<file path="src/rtl/sdac_pkg.sv">
// Shared types for the serial level controller.
package sdac_pkg;
    typedef enum logic [2:0] {
        RX_IDLE, RX_CODE, RX_CHAN, RX_DATA, RX_READ, RX_GAP
    } rx_state_t;

    typedef enum logic [1:0] {
        CMD_READ  = 2'b00,
        CMD_WRITE = 2'b01,
        CMD_STORE = 2'b10,
        CMD_NOP   = 2'b11
    } cmd_t;
endpackage

</file>
<file path="src/rtl/sdac_rx.sv">
// Command receiver. Hunts for the start bit, shifts the code, channel and data
// fields in LSB first, and pulses one strobe when a command completes.
// Assumes: clk is the serial clock; cs low aborts any command at once.
module sdac_rx
    import sdac_pkg::*;
#(
    parameter int DW      = 8,
    parameter int AW      = 2,
    parameter int GAP_CYC = 2
) (
    input  logic          clk,
    input  logic          rst_n,
    input  logic          cs,
    input  logic          di,
    input  logic          busy,
    output logic          wr_stb,
    output logic          rd_stb,
    output logic          st_stb,
    output logic [AW-1:0] chan,
    output logic [DW-1:0] data
);
    localparam int CW = $clog2(DW + AW + GAP_CYC + 1);
    localparam logic [CW-1:0] LAST_DATA = CW'(DW - 1);
    localparam logic [CW-1:0] LAST_CHAN = CW'(AW - 1);
    localparam logic [CW-1:0] LAST_GAP  = CW'(GAP_CYC - 1);

    rx_state_t     st_q;
    logic [CW-1:0] cnt_q;
    cmd_t          cmd_q;
    logic [AW-1:0] chan_q;
    logic [DW-1:0] data_q;
    logic [AW-1:0] chan_nxt;
    logic          chan_done;

    assign chan_nxt  = {di, chan_q[AW-1:1]};
    assign chan_done = cs && (st_q == RX_CHAN) && (cnt_q == LAST_CHAN);

    // Strobes fire on the edge that samples the final bit of a command.
    assign rd_stb = chan_done && (cmd_q == CMD_READ);
    assign st_stb = chan_done && (cmd_q == CMD_STORE);
    assign wr_stb = cs && (st_q == RX_DATA) && (cnt_q == LAST_DATA);
    assign chan   = (st_q == RX_CHAN) ? chan_nxt : chan_q;
    assign data   = {di, data_q[DW-1:1]};

    // Frame sequencer: start hunt, field shifting, readout timing and gap.
    always_ff @(posedge clk) begin
        if (!rst_n || !cs) begin
            st_q   <= RX_IDLE;
            cnt_q  <= '0;
            cmd_q  <= CMD_NOP;
            chan_q <= '0;
            data_q <= '0;
        end else begin
            case (st_q)
                RX_IDLE: begin
                    cnt_q <= '0;
                    if (di && !busy) st_q <= RX_CODE;
                end
                RX_CODE: begin
                    cmd_q <= cmd_t'({di, cmd_q[1]});
                    if (cnt_q == CW'(1)) begin
                        st_q  <= RX_CHAN;
                        cnt_q <= '0;
                    end else begin
                        cnt_q <= cnt_q + 1'b1;
                    end
                end
                RX_CHAN: begin
                    chan_q <= chan_nxt;
                    if (cnt_q == LAST_CHAN) begin
                        cnt_q <= '0;
                        case (cmd_q)
                            CMD_WRITE: st_q <= RX_DATA;
                            CMD_READ:  st_q <= RX_READ;
                            default:   st_q <= RX_GAP;
                        endcase
                    end else begin
                        cnt_q <= cnt_q + 1'b1;
                    end
                end
                RX_DATA: begin
                    data_q <= data;
                    if (cnt_q == LAST_DATA) begin
                        st_q  <= RX_GAP;
                        cnt_q <= '0;
                    end else begin
                        cnt_q <= cnt_q + 1'b1;
                    end
                end
                RX_READ: begin
                    if (cnt_q == LAST_DATA) begin
                        st_q  <= RX_GAP;
                        cnt_q <= '0;
                    end else begin
                        cnt_q <= cnt_q + 1'b1;
                    end
                end
                default: begin
                    if (cnt_q == LAST_GAP) begin
                        st_q  <= RX_IDLE;
                        cnt_q <= '0;
                    end else begin
                        cnt_q <= cnt_q + 1'b1;
                    end
                end
            endcase
        end
    end
endmodule

</file>
<file path="src/rtl/sdac_bank.sv">
// Level register bank. Holds a live and a stored code per channel, restores
// live from stored while cs is low, and runs the store busy window.
// Assumes: at most one strobe per clock; st_stb never arrives while busy.
module sdac_bank #(
    parameter int             NCH        = 2,
    parameter int             DW         = 8,
    parameter int             AW         = 2,
    parameter int             STORE_CYC  = 16,
    parameter logic [DW-1:0]  INIT_LEVEL = 8'h80
) (
    input  logic              clk,
    input  logic              rst_n,
    input  logic              cs,
    input  logic              wr_stb,
    input  logic              st_stb,
    input  logic [AW-1:0]     chan,
    input  logic [DW-1:0]     data,
    output logic [NCH*DW-1:0] levels,
    output logic [DW-1:0]     rd_word,
    output logic              busy
);
    localparam int BW = $clog2(STORE_CYC + 1);

    logic [DW-1:0] live_q   [NCH];
    logic [DW-1:0] stored_q [NCH];
    logic [BW-1:0] busy_q;
    logic [AW-1:0] pend_ch_q;
    logic [DW-1:0] pend_val_q;
    logic          chan_ok;
    logic          commit;

    assign chan_ok = int'(chan) < NCH;
    assign busy    = (busy_q != '0);
    assign commit  = (busy_q == BW'(1));

    // Selected live code, zero for an index with no channel behind it.
    always_comb begin
        rd_word = '0;
        for (int c = 0; c < NCH; c++) begin
            if (chan == AW'(c)) rd_word = live_q[c];
        end
    end

    // Busy window: load on a store strobe, count down to the commit.
    always_ff @(posedge clk) begin
        if (!rst_n) begin
            busy_q     <= '0;
            pend_ch_q  <= '0;
            pend_val_q <= '0;
        end else if (st_stb && chan_ok) begin
            busy_q     <= BW'(STORE_CYC);
            pend_ch_q  <= chan;
            pend_val_q <= rd_word;
        end else if (busy) begin
            busy_q <= busy_q - 1'b1;
        end
    end

    for (genvar g = 0; g < NCH; g++) begin : g_ch
        // Live code: restore while deselected, else take a matching write.
        always_ff @(posedge clk) begin
            if (!rst_n)                             live_q[g] <= INIT_LEVEL;
            else if (!cs)                           live_q[g] <= stored_q[g];
            else if (wr_stb && chan == AW'(g))      live_q[g] <= data;
        end

        // Stored code: written only when the busy window closes.
        always_ff @(posedge clk) begin
            if (!rst_n)                             stored_q[g] <= INIT_LEVEL;
            else if (commit && pend_ch_q == AW'(g)) stored_q[g] <= pend_val_q;
        end

        assign levels[g*DW +: DW] = live_q[g];
    end
endmodule

</file>
<file path="src/rtl/sdac_tx.sv">
// Readout shifter. Loads the addressed code on a read strobe and presents one
// bit per clock, LSB first, on its output.
// Assumes: the receiver times the read window; bits outside it are unused.
module sdac_tx #(
    parameter int DW = 8
) (
    input  logic          clk,
    input  logic          rst_n,
    input  logic          load,
    input  logic [DW-1:0] word,
    output logic          bit_o
);
    logic [DW-1:0] sh_q;

    // Load on strobe, otherwise shift toward bit 0 every clock.
    always_ff @(posedge clk) begin
        if (!rst_n)    sh_q <= '0;
        else if (load) sh_q <= word;
        else           sh_q <= {1'b0, sh_q[DW-1:1]};
    end

    assign bit_o = sh_q[0];
endmodule

</file>
<file path="src/rtl/sdac_ctrl.sv">
// Top of the serial level controller: receiver, level bank and readout.
// Assumes: clk is the serial clock and keeps running through a store.
module sdac_ctrl #(
    parameter int            NCH        = 2,
    parameter int            DW         = 8,
    parameter int            STORE_CYC  = 16,
    parameter logic [DW-1:0] INIT_LEVEL = 8'h80
) (
    input  logic              clk,
    input  logic              rst_n,
    input  logic              cs,
    input  logic              di,
    output logic              dout,
    output logic              dout_en,
    output logic              rdy,
    output logic [NCH*DW-1:0] levels
);
    localparam int AW = 2;

    logic          wr_stb, rd_stb, st_stb, busy;
    logic [AW-1:0] chan;
    logic [DW-1:0] data, rd_word;

    sdac_rx #(.DW(DW), .AW(AW), .GAP_CYC(2)) u_rx (
        .clk(clk), .rst_n(rst_n), .cs(cs), .di(di), .busy(busy),
        .wr_stb(wr_stb), .rd_stb(rd_stb), .st_stb(st_stb),
        .chan(chan), .data(data)
    );

    sdac_bank #(.NCH(NCH), .DW(DW), .AW(AW), .STORE_CYC(STORE_CYC),
                .INIT_LEVEL(INIT_LEVEL)) u_bank (
        .clk(clk), .rst_n(rst_n), .cs(cs), .wr_stb(wr_stb), .st_stb(st_stb),
        .chan(chan), .data(data), .levels(levels), .rd_word(rd_word),
        .busy(busy)
    );

    sdac_tx #(.DW(DW)) u_tx (
        .clk(clk), .rst_n(rst_n), .load(rd_stb), .word(rd_word), .bit_o(dout)
    );

    assign dout_en = cs;
    assign rdy     = !busy;
endmodule

</file>
<file path="config.mk">
export PLATFORM = sky130hd
export DESIGN_NAME = sdac_ctrl
export DESIGN_NICKNAME = d
export VERILOG_FILES = /design/src/rtl/sdac_pkg.sv /design/src/rtl/sdac_rx.sv /design/src/rtl/sdac_bank.sv /design/src/rtl/sdac_tx.sv /design/src/rtl/sdac_ctrl.sv
export SDC_FILE = /design/constraint.sdc
export NUM_CORES = 1
export LEC_CHECK = 0
export ABC_AREA = 1
export BUFFER_PORTS_ARGS = -buffer_cell sky130_fd_sc_hd__buf_4
export CELL_PAD_IN_SITES_DETAIL_PLACEMENT = 1
export CELL_PAD_IN_SITES_GLOBAL_PLACEMENT = 1
export CORE_MARGIN = 2
export CORE_UTILIZATION = 47
export CTS_BUF_LIST = sky130_fd_sc_hd__clkbuf_8
export CTS_CLUSTER_SIZE = 8
export DETAILED_ROUTE_END_ITERATION = 10
export PLACE_DENSITY = 0.8
export SYNTH_ARGS = -nofsm -noshare
export SYNTH_HDL_FRONTEND = slang
export SYNTH_SLANG_ARGS = --single-unit
</file>
<file path="constraint.sdc">
create_clock -name clk -period 1.8 [get_ports clk]
set_input_delay 0.36 -clock clk [delete_from_list [all_inputs] [get_ports clk]]
set_output_delay 0.36 -clock clk [all_outputs]
set_load 0.03 [all_outputs]
</file>
Word level (Yosys, flattened, before mapping)
Memory sizes are Yosys's and may differ from the RTL's. Index checks and enable logic that the tools add are counted.

Register bits: 42. Input bits: 4. Memory bits (writable): 32. Memories: 2. Word-level logic and storage cells: 105. Output and inout port bits: 19.

Memories: u_bank.live_q (depth 2, width 8, rd ports 2, clocked after Yosys merged registers in 0, wr ports 2, RTL line sdac_bank.sv:24) `logic [DW-1:0] live_q [NCH];`; u_bank.stored_q (depth 2, width 8, rd ports 2, clocked after Yosys merged registers in 0, wr ports 2, RTL line sdac_bank.sv:25) `logic [DW-1:0] stored_q [NCH];`.

Magnitude comparators: 1. Muxes and demuxes: 40. Add/sub/neg operators: 2. Equality and inequality tests: 15. Reductions and logical operators: 27. Bitwise logic cells: 7.

Operators by type and width (count): $mux 8 (8); $mux 1 (18); $mux 3 (5); $logic_and 1x1->1 (12); $pmux 3 s4 (1); $mux 5 (2); $mux 4 (2); $pmux 4 s2 (1); $mux 7 (1); $eq 2x1->1 const B (3); $eq 3x2->1 const B (2); $logic_not 2->1 (3); $ne 2x1->1 const B (3); $or 1x1->1 (6); $pmux 3 s2 (1); $eq 5x1->1 const B (1); $reduce_and 5->1 (1); $reduce_bool 5->1 (1); $sub 5x1->5 const B (1); $add 4x1->4 const B (1); $eq 4x1->1 const B (1); $eq 4x3->1 const B (1); $reduce_or 2->1 (2); $eq 3x1->1 const B (1); 12 further kinds (14).

Depth between registers and ports, before layout
Depth after elaboration: 9. Depth in mapped cells: 10. Mapped depth without buffers: 10.

Hierarchy
Synthesis repeated with hierarchy kept, for this count alone.

Cell total of the unflattened synthesis: 394. Area total of the unflattened synthesis: 3291.9 µm².

By module, submodules not included: sdac_bank (area an instance 2097.0 µm², cells an instance 225, times used 1); sdac_rx (area an instance 870.8 µm², cells an instance 121, times used 1); sdac_tx (area an instance 312.8 µm², cells an instance 46, times used 1); sdac_ctrl (area an instance 11.3 µm², cells an instance 2, times used 1).

Worst setup path before layout
OpenSTA, ideal clock, no wires.

Kind: input port to flip-flop. From: input port rst_n. To: memory u_bank.live_q[0][0] (enable). Setup time: 0.329 ns. Path buffers: 1. Stages: 5. Data arrival time: 1.332 ns. Setup slack: 0.139 ns. Data required time: 1.471 ns. Cells stage by stage: clkbuf_1 -> nand2_1 -> nor3_2 -> nand2_2 -> nand2_1.

RTL lines: start, declared (RTL line sdac_ctrl.sv:10) `input logic rst_n,`; end, declared (RTL line sdac_bank.sv:24).

==> flow_summary.toml <==
[status]
outcome = "complete, no violations"

[critical_path]
cpMostUsedCell = "nand2_1"
crit_type = "reg2reg"
crit_chain = "nor2_4 > nand2_4 > nand2_1 > nand2_1 > a21oi_2 > nand2_2 > buf_4 > o21ai_1"
cp-start-kind = "register"
cpPeakStageDelay_ns = 0.38
r2r-start = "u_rx.st_q[0]"
worstPathMaxFanout = 7
arrival_ns = 1.84
worst-r2r-cell-count = 8
endpoint_kind = "register"
crit_required_ns = 1.96
r2r-end = "u_bank.live_q[1][5]"
slowest_stage = "dfxtp_1"
worst-r2r-setup-slack_ns = 0.12

[global_route]
grt_use_total = 0.2388
grt_max_degree = 18
antenna_found_initial = 0
grt-ovfl-total = 0
grt_pass1_wl_um = 13640
grt_pass1_vias = 2790

[pwr]
clkPwrFrac = 0.303
powerDensity_nw_per_um2 = 1319
internal-power_mw = 3.306
peakVddDrop_mv = 0.6790
combPwrFrac = 0.292
swShare = 0.3444
p_seq_frac = 0.404
p_switching_mw = 1.737
p_leak_nw = 1.633

[detailed_routing]
first_pass_iters = 4
drc_errors = 0
wl_per_cell_um = 16.23
drt_iter0_drc = 102
wirelength_um = 8182
vias = 2634
detail-route-antenna-nets = 0
routed_via_density = 5.226

[finish]
fin_util = 0.5659
final_nets = 428
drive_gt1_frac = 0.1887
nFillCells = 842
areaGrowthSynthToFinish_pct = 17.58
stdcell_count = 504
antenna_cells = 0
fin_area_um2 = 3824

[clocking]
cts_setup_buffers = 0
ctsHtreeMaxLevel = 3
cts_tree = "done"
path_clk_slew_ns = 0.08
hold_buffers = 0
clk_path_buf_depth = 2
cts_root_buffer = "clkbuf_8"
clock_latency_ns = 0.34
clkSinkCount = 73
cts_inserted_buffers = 9

[sta]
whs_ns = 0.3415
fin_setup_tns_ns = 0
fin_crit_sh = 0.9340
rsz0062_at_grt = "no"
setup_viol = 0
period_minus_slack_ns = 1.681
max_slew_margin = 0.7599
drv_slew = 0
final_hold_viol_count = 0
max_freq_mhz = 594.8
tightest_slew_ns = 0.3589
fin_skew_ns = 0.009903

[floorplan]
die_h_um = 87.18
coreArea_um2 = 6756
die_x_um = 87.18
core.rowCount = 30
initial_core_util = 0.4813
die-area_um2 = 7600
ios = 23

[placement]
placed_cells = 488
port_buffers = 22
globalplace.congestion = 0.8079
dp_hpwl_um = 6317
dpl_cell_area_um2 = 3555

[synth]
yosys_warnings = 0
syn_nets = 392
synth_area_per_cell_um2 = 8.491
syn_inst = 383
syn_area_um2 = 3252
ys_seq_elements = 73
synth-seq-area-share = 0.5479
ys_types = 32

[worst_hold_path]
worstHoldPathType = "in2reg"
hold_depth = 3
hold_end = "u_rx.data_q[7]"
min_from = "di"

[run]
maxCapViolations = 0
[layout by cell type (no fill, tap or decap), types with 5 or more instances in the layout]
master	count
o21ai_0	26
edfxtp_1	32
a21oi_1	17
nor2_1	47
buf_4	35
nand2_1	81
nand2_2	8
nand3_1	27
inv_1	51
inv_2	5
dfxtp_1	39
clkbuf_8	9
nor3_1	5
[state kept, by name, indices dropped and copies added, names as in the netlist]
signal / count
u_rx.st_q: 3
u_bank.live_q: 16
u_bank.pend_ch_q: 2
u_bank.busy_q: 5
u_bank.stored_q: 16
u_rx.chan_q: 2
u_bank.pend_val_q: 8
u_rx.cmd_q: 2
u_tx.sh_q: 8
u_rx.data_q: 7
u_rx.cnt_q: 4
[critical path: cells and delay by family, from the launching register on]
kind	cells	cell delay, ns
DFF	1	0.38
AOI/OAI and AO/OA	2	0.41
buffers and inverters	1	0.17
and+or+nand+nor	5	0.54
[worst max-delay path by stage]
stage	startpoint	end	slack [ns]	cells after the start
floorplan	rst_n	u_bank.live_q[0][0]	0.14	5
global placement	u_rx.st_q[0]	u_bank.live_q[1][2]	0.11	7
detailed placement	u_rx.st_q[0]	u_bank.live_q[1][5]	-0.03	7
CTS	u_bank.busy_q[1]	rdy	0.02	5
global route	u_rx.st_q[0]	u_bank.live_q[0][2]	0.003	9
finish	u_rx.st_q[0]	u_bank.live_q[1][5]	0.12	8
[power groups by stage]
stage	clock, mW	sequential [mW]	combinational, mW
6_report	1.53	2.04	1.48
5_1_grt	1.63	2.06	1.65
4_1_cts	1.55	2.03	1.44
3_5_place_dp	0	2.07	1.41
3_3_place_gp	0	2.05	1.35
2_1_floorplan	0	2.06	0.967
[final cells by class]
cell class	instances	area [µm²]	share of cell area
timing repair buffer	35	262.8	0.06872
clock inverter	7	111.4	0.02912
sequential	73	1784	0.4666
inverter	54	202.7	0.05301
clock buffer	9	123.9	0.03240
tap	80	100.1	0.02618
multi-input combinational	246	1239	0.3240
[synthesized netlist by cell type (all sizes together)]
master,number,share of area
nand2,91,0.11
inv,54,0.062
nor2,51,0.067
dfxtp,41,0.25
edfxtp,32,0.30
nand3,30,0.052
o21ai,28,0.043
a21oi,19,0.030
buf,7,0.015
nor3,6,0.011
ha,5,0.019
clkbuf,3,0.0035
nand4,3,0.0058
or2,3,0.0058
xnor2,3,0.0081
a31oi,2,0.0038
o211ai,2,0.0046
a211oi,1,0.0023
o221ai,1,0.0027
xor2,1,0.0027
[repair_timing]
action / in CTS / in global routing
endpoints found under the setup margin: 10 / 15
resized for setup: 4 / 10
pin swaps: 0 / 1
[per-layer routing]
layer,track usage,vias to the layer above,routed length (µm)
li1,-,1303,-
met1,0.3089,1281,3763
met4,0.09650,0,162
met3,0.04076,13,297
met5,0,-,0
met2,0.3976,37,3959
[cell families after synthesis]
group           Yosys count  share of synthesized area
flops                    73                     0.5479
xor+xnor                  4                    0.01078
buf+inv                  64                    0.08080
simple gates            184                     0.2543
fa+ha+maj                 5                    0.01924
compound gates           53                    0.08696
[per-stage QoR]
step                      power (mW)  setup WS [ns]
after floorplan                3.029         0.1389
after global placement         3.400         0.1139
after detailed placement       3.475       -0.03318
after CTS                      5.024        0.01749
after global routing           5.339       0.003464
final                          5.043         0.1188
Power figures use the tool's default switching activity.
